### src/rtl/pop_pkg.sv
`timescale 1ns/1ps
package pop_pkg;
    typedef enum logic {
        ST_IDLE = 1'b0,
        ST_SEND = 1'b1
    } pop_state_e;

    localparam int unsigned BIT_RDY = 0;
    localparam int unsigned BIT_BSY = 1;
    localparam int unsigned BIT_PND = 2;
    localparam int unsigned BIT_OVR = 3;
    localparam int unsigned BIT_IE  = 4;
    localparam int unsigned STAT_BITS = 5;

    localparam int unsigned ADR_DATA = 0;
    localparam int unsigned ADR_STAT = 1;
endpackage

### src/rtl/pop_fsm.sv
`timescale 1ns/1ps
module pop_fsm
    import pop_pkg::*;
(
    input  logic clk,
    input  logic rst_n,
    input  logic ready,
    input  logic dev_accept,
    output logic take,
    output logic release_w,
    output logic busy,
    output logic dev_valid
);
    pop_state_e state_q, state_d;

    always_comb begin
        state_d = state_q;
        unique case (state_q)
            ST_IDLE: if (ready)      state_d = ST_SEND;
            ST_SEND: if (dev_accept) state_d = ST_IDLE;
            default: state_d = ST_IDLE;
        endcase
    end

    always_ff @(posedge clk or negedge rst_n) begin
        if (!rst_n) state_q <= ST_IDLE;
        else        state_q <= state_d;
    end

    always_comb begin
        take      = 1'b0;
        release_w = 1'b0;
        busy      = 1'b0;
        dev_valid = 1'b0;
        unique case (state_q)
            ST_IDLE: take = ready;
            ST_SEND: begin
                busy      = 1'b1;
                dev_valid = 1'b1;
                release_w = dev_accept;
            end
            default: ;
        endcase
    end
endmodule

### src/rtl/pop_regs.sv
`timescale 1ns/1ps
module pop_regs
    import pop_pkg::*;
#(
    parameter int unsigned DATA_W = 16,
    parameter int unsigned ADDR_W = 2
) (
    input  logic              clk,
    input  logic              rst_n,
    input  logic [ADDR_W-1:0] addr,
    input  logic              we,
    input  logic              re,
    input  logic [DATA_W-1:0] wdata,
    output logic [DATA_W-1:0] rdata,
    input  logic              take,
    input  logic              release_w,
    input  logic              busy,
    output logic [DATA_W-1:0] data_q,
    output logic              ready_q,
    output logic              pend_q,
    output logic              ovr_q,
    output logic              ie_q
);
    logic wr_data, wr_stat;
    logic [DATA_W-1:0] stat_word;

    assign wr_data = we && (addr == ADDR_W'(ADR_DATA));
    assign wr_stat = we && (addr == ADDR_W'(ADR_STAT));

    always_ff @(posedge clk or negedge rst_n) begin
        if (!rst_n) begin
            data_q  <= '0;
            ready_q <= 1'b0;
            pend_q  <= 1'b0;
            ovr_q   <= 1'b0;
            ie_q    <= 1'b0;
        end else begin
            if (wr_data) begin
                if (busy) ovr_q  <= 1'b1;
                else      data_q <= wdata;
            end
            if (take)                         ready_q <= 1'b0;
            else if (wr_stat && wdata[BIT_RDY]) ready_q <= 1'b1;
            if (release_w && ie_q)            pend_q <= 1'b1;
            else if (wr_stat && wdata[BIT_PND]) pend_q <= 1'b0;
            if (wr_stat) ie_q <= wdata[BIT_IE];
        end
    end

    always_comb begin
        stat_word          = '0;
        stat_word[BIT_RDY] = ready_q;
        stat_word[BIT_BSY] = busy;
        stat_word[BIT_PND] = pend_q;
        stat_word[BIT_OVR] = ovr_q;
        stat_word[BIT_IE]  = ie_q;
    end

    always_comb begin
        rdata = '0;
        if (re) begin
            if (addr == ADDR_W'(ADR_DATA))      rdata = data_q;
            else if (addr == ADDR_W'(ADR_STAT)) rdata = stat_word;
        end
    end
endmodule

### src/rtl/polled_out_port.sv
`timescale 1ns/1ps
module polled_out_port
    import pop_pkg::*;
#(
    parameter int unsigned DATA_W = 16,
    parameter int unsigned ADDR_W = 2
) (
    input  logic              clk,
    input  logic              rst_n,
    input  logic [ADDR_W-1:0] bus_addr,
    input  logic              bus_we,
    input  logic              bus_re,
    input  logic [DATA_W-1:0] bus_wdata,
    output logic [DATA_W-1:0] bus_rdata,
    output logic              dev_valid,
    input  logic              dev_accept,
    output logic [DATA_W-1:0] dev_data,
    output logic              irq
);
    localparam int unsigned MIN_W = STAT_BITS;

    logic take, release_w, busy;
    logic ready_q, pend_q, ovr_q, ie_q;
    logic [DATA_W-1:0] data_q;

    pop_fsm u_fsm (
        .clk        (clk),
        .rst_n      (rst_n),
        .ready      (ready_q),
        .dev_accept (dev_accept),
        .take       (take),
        .release_w  (release_w),
        .busy       (busy),
        .dev_valid  (dev_valid)
    );

    pop_regs #(.DATA_W(DATA_W), .ADDR_W(ADDR_W)) u_regs (
        .clk       (clk),
        .rst_n     (rst_n),
        .addr      (bus_addr),
        .we        (bus_we),
        .re        (bus_re),
        .wdata     (bus_wdata),
        .rdata     (bus_rdata),
        .take      (take),
        .release_w (release_w),
        .busy      (busy),
        .data_q    (data_q),
        .ready_q   (ready_q),
        .pend_q    (pend_q),
        .ovr_q     (ovr_q),
        .ie_q      (ie_q)
    );

    assign dev_data = data_q;
    assign irq      = pend_q;

    initial begin
        if (DATA_W < MIN_W) $display("polled_out_port: DATA_W below status width");
    end
endmodule

### config.mk
export PLATFORM = sky130hd
export DESIGN_NAME = polled_out_port
export DESIGN_NICKNAME = d
export VERILOG_FILES = /design/src/rtl/pop_pkg.sv /design/src/rtl/pop_fsm.sv /design/src/rtl/pop_regs.sv /design/src/rtl/polled_out_port.sv
export SDC_FILE = /design/constraint.sdc
export NUM_CORES = 1
export LEC_CHECK = 0
export CORE_MARGIN = 2
export CORE_UTILIZATION = 40
export CTS_CLUSTER_DIAMETER = 60
export DETAILED_ROUTE_END_ITERATION = 7
export PLACE_DENSITY = 0.94
export SYNTH_ARGS = -nofsm -noshare
export SYNTH_HDL_FRONTEND = slang
export SYNTH_HIERARCHICAL = 1
export SYNTH_SLANG_ARGS = --single-unit
### constraint.sdc
create_clock -name clk -period 2.6 [get_ports clk]
set_clock_uncertainty 0.1 [all_clocks]
set_input_delay 0.52 -clock clk [delete_from_list [all_inputs] [get_ports clk]]
set_output_delay 0.52 -clock clk [all_outputs]
set_load 0.01 [all_outputs]
Yosys cells after proc, flatten, opt, wreduce, memory -nomap -nowiden
Cells that the tools add are included.
{ "word_totals": {"register_bits": 21, "latch_bits": 0, "mem_bits_rw": 0, "rom_bits": 0, "input_bits": 23, "output_inout_bits": 34, "word_cells": 32, "memories": 0} }
{ "classes": {"addsub": 0, "mul": 0, "div_mod_pow": 0, "magnitude_cmp": 0, "n_eq_ne": 1, "n_shift": 0, "muxes": 13, "n_bitwise": 2, "reduce_logical": 10} }
{ "op_table": {"columns": ["op", "count"], "rows": [
  ["two-way mux 16 bit", 2],
  ["two-way mux 1 bit", 9],
  ["logical AND 1 bit", 5],
  ["two-way mux 5 bit", 1],
  ["AND reduction 2 bit", 2],
  ["nonzero test 2 bit", 2],
  ["== test 2 x 1 -> 1 bit, second input constant", 1],
  ["zero test 2 bit", 1],
  ["inverter 1 bit", 2],
  ["case mux 1 bit (2 select lines)", 1]
]} }

Logic depth before layout (Yosys ltp)
{ "logic_depth": {"word_depth": 5, "ltp_mapped": 4, "depth_no_buf": 3} }

By module
The synthesis kept the hierarchy.
{ "modules_own_cells": {"columns": ["module", "instances", "cells_each", "area_per_inst_um2", "seq_area_each_um2"], "rows": [
  ["pop_regs", 1, 72, 948.4, 500.5],
  ["pop_fsm", 1, 6, 60.1, 25.0]
]} }

Worst setup path after synthesis
No wires, ideal clock.
{ "synth_path": {"kind": "input-to-output", "from": "in bus_addr[0]", "to": "out bus_rdata[10]", "t_arrival_ps": 1246, "required_time_ps": 1980, "setup_slack_ps": 734, "path_stages": 4, "path_buffers": 2, "path_cell_list": "buf_6 -> nor3b_1 -> clkbuf_1 -> and2_1"} }
{ "synth_via": {"elab_chain_len": 3} }
{ "synth_lines": {"columns": ["element", "line_no", "source"], "rows": [
  ["start, declared", "polled_out_port.sv:10", "input logic [ADDR_W-1:0] bus_addr,"],
  ["zero test 2 bit", "pop_regs.sv:62", "if (addr == ADDR_W'(ADR_DATA)) rdata = data_q;"],
  ["two-way mux 16 bit", "pop_regs.sv:62", null],
  ["two-way mux 16 bit", "pop_regs.sv:61", "if (re) begin"],
  ["end, declared", "polled_out_port.sv:14", "output logic [DATA_W-1:0] bus_rdata,"]
]} }
No other way between the ends.

Worst setup path in the final report
{ "layout_path": {"from": "in bus_re", "to": "out bus_rdata[10]"} }
{ "layout_via": {"elab_chain_len": 1} }
{ "layout_lines": {"columns": ["element", "line_no", "source"], "rows": [
  ["start, declared", "polled_out_port.sv:12", "input logic bus_re,"],
  ["two-way mux 16 bit", "pop_regs.sv:61", null]
]} }
No other way between the ends.

==> out/qor.txt <==
Status: finished clean
Critical setup path kind: in -> out
Period utilization: 95.2%
CTS tree: done
Setup crit start kind: input port
Mapped Area: 1010 sq um
Max Root-Sink Buffers: 2
Power per cell area: 851 nW/um^2
Diodes inserted: 0
Critical path peak fanout: 3
Overall power: 1.41 mW
Pleak: 0.780 nW
Non-Filler Instances: 174
Post-detail-place hpwl: 1960 um
Min-delay src: u_regs/ovr_q
GRT Util Overall: 18.2%
Hold WC Path Type: reg -> reg
Maximum VDD drop: 0.520 mV
DP Worst Slack: -0.0962 ns
Die Wd: 54.2 um
RePlAce Congestion: 0.651
Worst hold stages: 1
Crit-path cells: clkdlybuf4s50_1, nor3b_4, buf_4, buf_4, and2_1, dlygate4sd2_1
Clock sink total: 21
Final hold violation count: 0
Wire length per cell: 14.5 um
Drt pass-1 iters: 4
Post-DP Area: 1620 sq um
Total grt overflow: 0
Number of global-route vias before repair: 846
Post-Route WL: 2520 um
Final Max Slew Viols: 0
Final #Nets: 168
Via count: 835
Wire length of the first global-routing pass: 3860 um
Fillers: 192
Initial antenna violation count: 0
Peak Freq: 404 MHz
Multi-input gate area: 457 sq um
CORE AREA: 2430 sq um
Cell row count: 18
Placed cell count: 166
Hold Buf Count CTS: 0
Cell area after layout: 1660 sq um
Worst Setup Slack, final: 0.126 ns
Proportion of layout cells with a drive suffix above 1: 25.7%
Fin crit period: 2.47 ns
Synth top area share: 52.1%
Setup total negative slack: 0 ns
WP buf/inv: 4
Root buffer cell: clkbuf_4
Crit path max-delay family: buffers and inverters
H-Tree Depth: 1
Endpoints failing setup: 0
CP endpoint kind: output pin
Net Count, Synth: 101
Syn avg cell area: 12.9 sq um
Vias per cell: 4.80
IO Port Bufs: 56
Worst path slowest cell: clkdlybuf4s50_1
FF-to-FF Start: u_fsm/state_q
Area leader, netlist: dfrtp_1
Sequential area share after synthesis: 52.1%
Worst path most repeated cell: buf_4
Mapped Cells: 78
Area of the die: 2940 sq um
Largest net degree at the start of global routing: 22
Initial Util: 41.5%
Hold Crit Endpoint: u_regs/ovr_q
Critical path's largest stage delay: 0.49 ns
Arrival time at the worst endpoint: 1.85 ns
R2R Setup Slk: 1.06 ns
Antenna Nets Post-Route: 0
FF+latch count, synth: 21
Worst slew pin tran: 0.265 ns
Reg2reg end: u_regs/data_q[12]
Layout area overhead: 64.6%
# IOs: 57
Num CTS Buffers: 3
RSZ-0062 raised after global routing: false
Area contributors post-synth: dfrtp_1 (52%), mux2_2 (19%), and2_1 (6.8%)
Die Height: 54.2 um
Number of DRC markers in iteration 0: 3
FF-to-FF path depth: 3
Detailed-route DRC error count: 0
Max-Cap Viols: 0
Yosys cell types: 20
Reg clk slew, reported paths: 0.11 ns
Slew headroom: 82.3%
YS warnings: 6
Worst skew pair latency: 0.29 ns
Critical Path RT: 1.98 ns
Sequential Area: 526 sq um
-- report_power, final --
group	internal [mW]	leakage (nW)	total [mW]	switching (mW)
clock	0.0596	0.0150	0.152	0.0920
combinational	0.433	0.519	0.671	0.238
sequential	0.473	0.246	0.590	0.117
total	0.966	0.780	1.41	0.447
-- Yosys cell counts --
library cell	count
inv_1	1
dfrtp_1	21
nand3b_1	1
mux2i_1	5
buf_6	2
nand2b_1	2
nor4b_4	1
nor2_1	6
and2_4	1
nor2b_1	1
nor2_2	1
and2_1	11
and2b_2	1
mux2_2	17
a221o_1	1
o22ai_1	1
buf_4	1
a21o_1	1
clkbuf_1	1
nor3b_1	2
-- metrics by stage --
| stage | hold WS [ns] | utilization, % |
|---|---|---|
| after detailed placement | 0.398 | 66.5 |
| after global routing | 0.429 | 68.3 |
| after CTS | 0.421 | 68.2 |
| after floorplan | 0.124 | - |
| final | 0.412 | 68.3 |
| after global placement | 0.344 | 66.5 |
-- kinds of logic (layout without fill, tap and decap cells) --
family,after synthesis,count (layout),synth area share [%]
flops,21,21,52.1
mux,22,22,23.9
compound gates,3,3,2.36
simple gates,27,27,17.9
buf+inv,5,71,3.72
-- state kept, by name, summed over array words and instances, names as in the netlist --
name	flops
u_fsm/state_q	1
u_regs/ie_q	1
u_regs/pend_q	1
u_regs/ovr_q	1
u_regs/ready_q	1
u_regs/data_q	16
-- cell type report --
class	instances	share of cell area [%]
sequential	21	31.7
inverter	1	0.226
tap	30	2.26
clock buffer	4	1.58
timing repair buffer	66	36.8
multi-input combinational	52	27.5
-- layout by cell type (no fill, tap or decap), types with 2 or more instances in the layout --
cell,netlist,layout
clkdlybuf4s50_1,0,39
dfrtp_1,21,21
mux2_2,17,17
dlygate4sd2_1,0,14
and2_1,11,11
buf_4,1,10
nor2_1,6,6
mux2i_1,5,5
clkbuf_4,0,3
clkbuf_2,0,2
nand2b_1,2,2
-- metal layers --
metal  vias to the layer above  track usage (%)  wire [um]
li1                        399                -          -
met1                       394             22.7       1030
met2                        38             31.9       1290
met3                         4             3.01        169
met4                         0             5.83         34
met5                         -                0          0
-- worst max path at each step --
stage / start / end / cells past startpoint
global route: bus_re / bus_rdata[7] / 6
CTS: bus_addr[1] / bus_rdata[11] / 7
finish: bus_re / bus_rdata[10] / 6
detailed placement: bus_re / bus_rdata[14] / 5
floorplan: bus_addr[0] / bus_rdata[10] / 4
global placement: bus_re / bus_rdata[9] / 5
-- what timing repair did --
item	in CTS	in global routing
endpoints found under the setup margin	13	2
gates resized for setup	19	6
pin swaps	0	1
setup buffers	3	0
cloned	1	0
No activity file was read; power rests on OpenSTA's default activity.
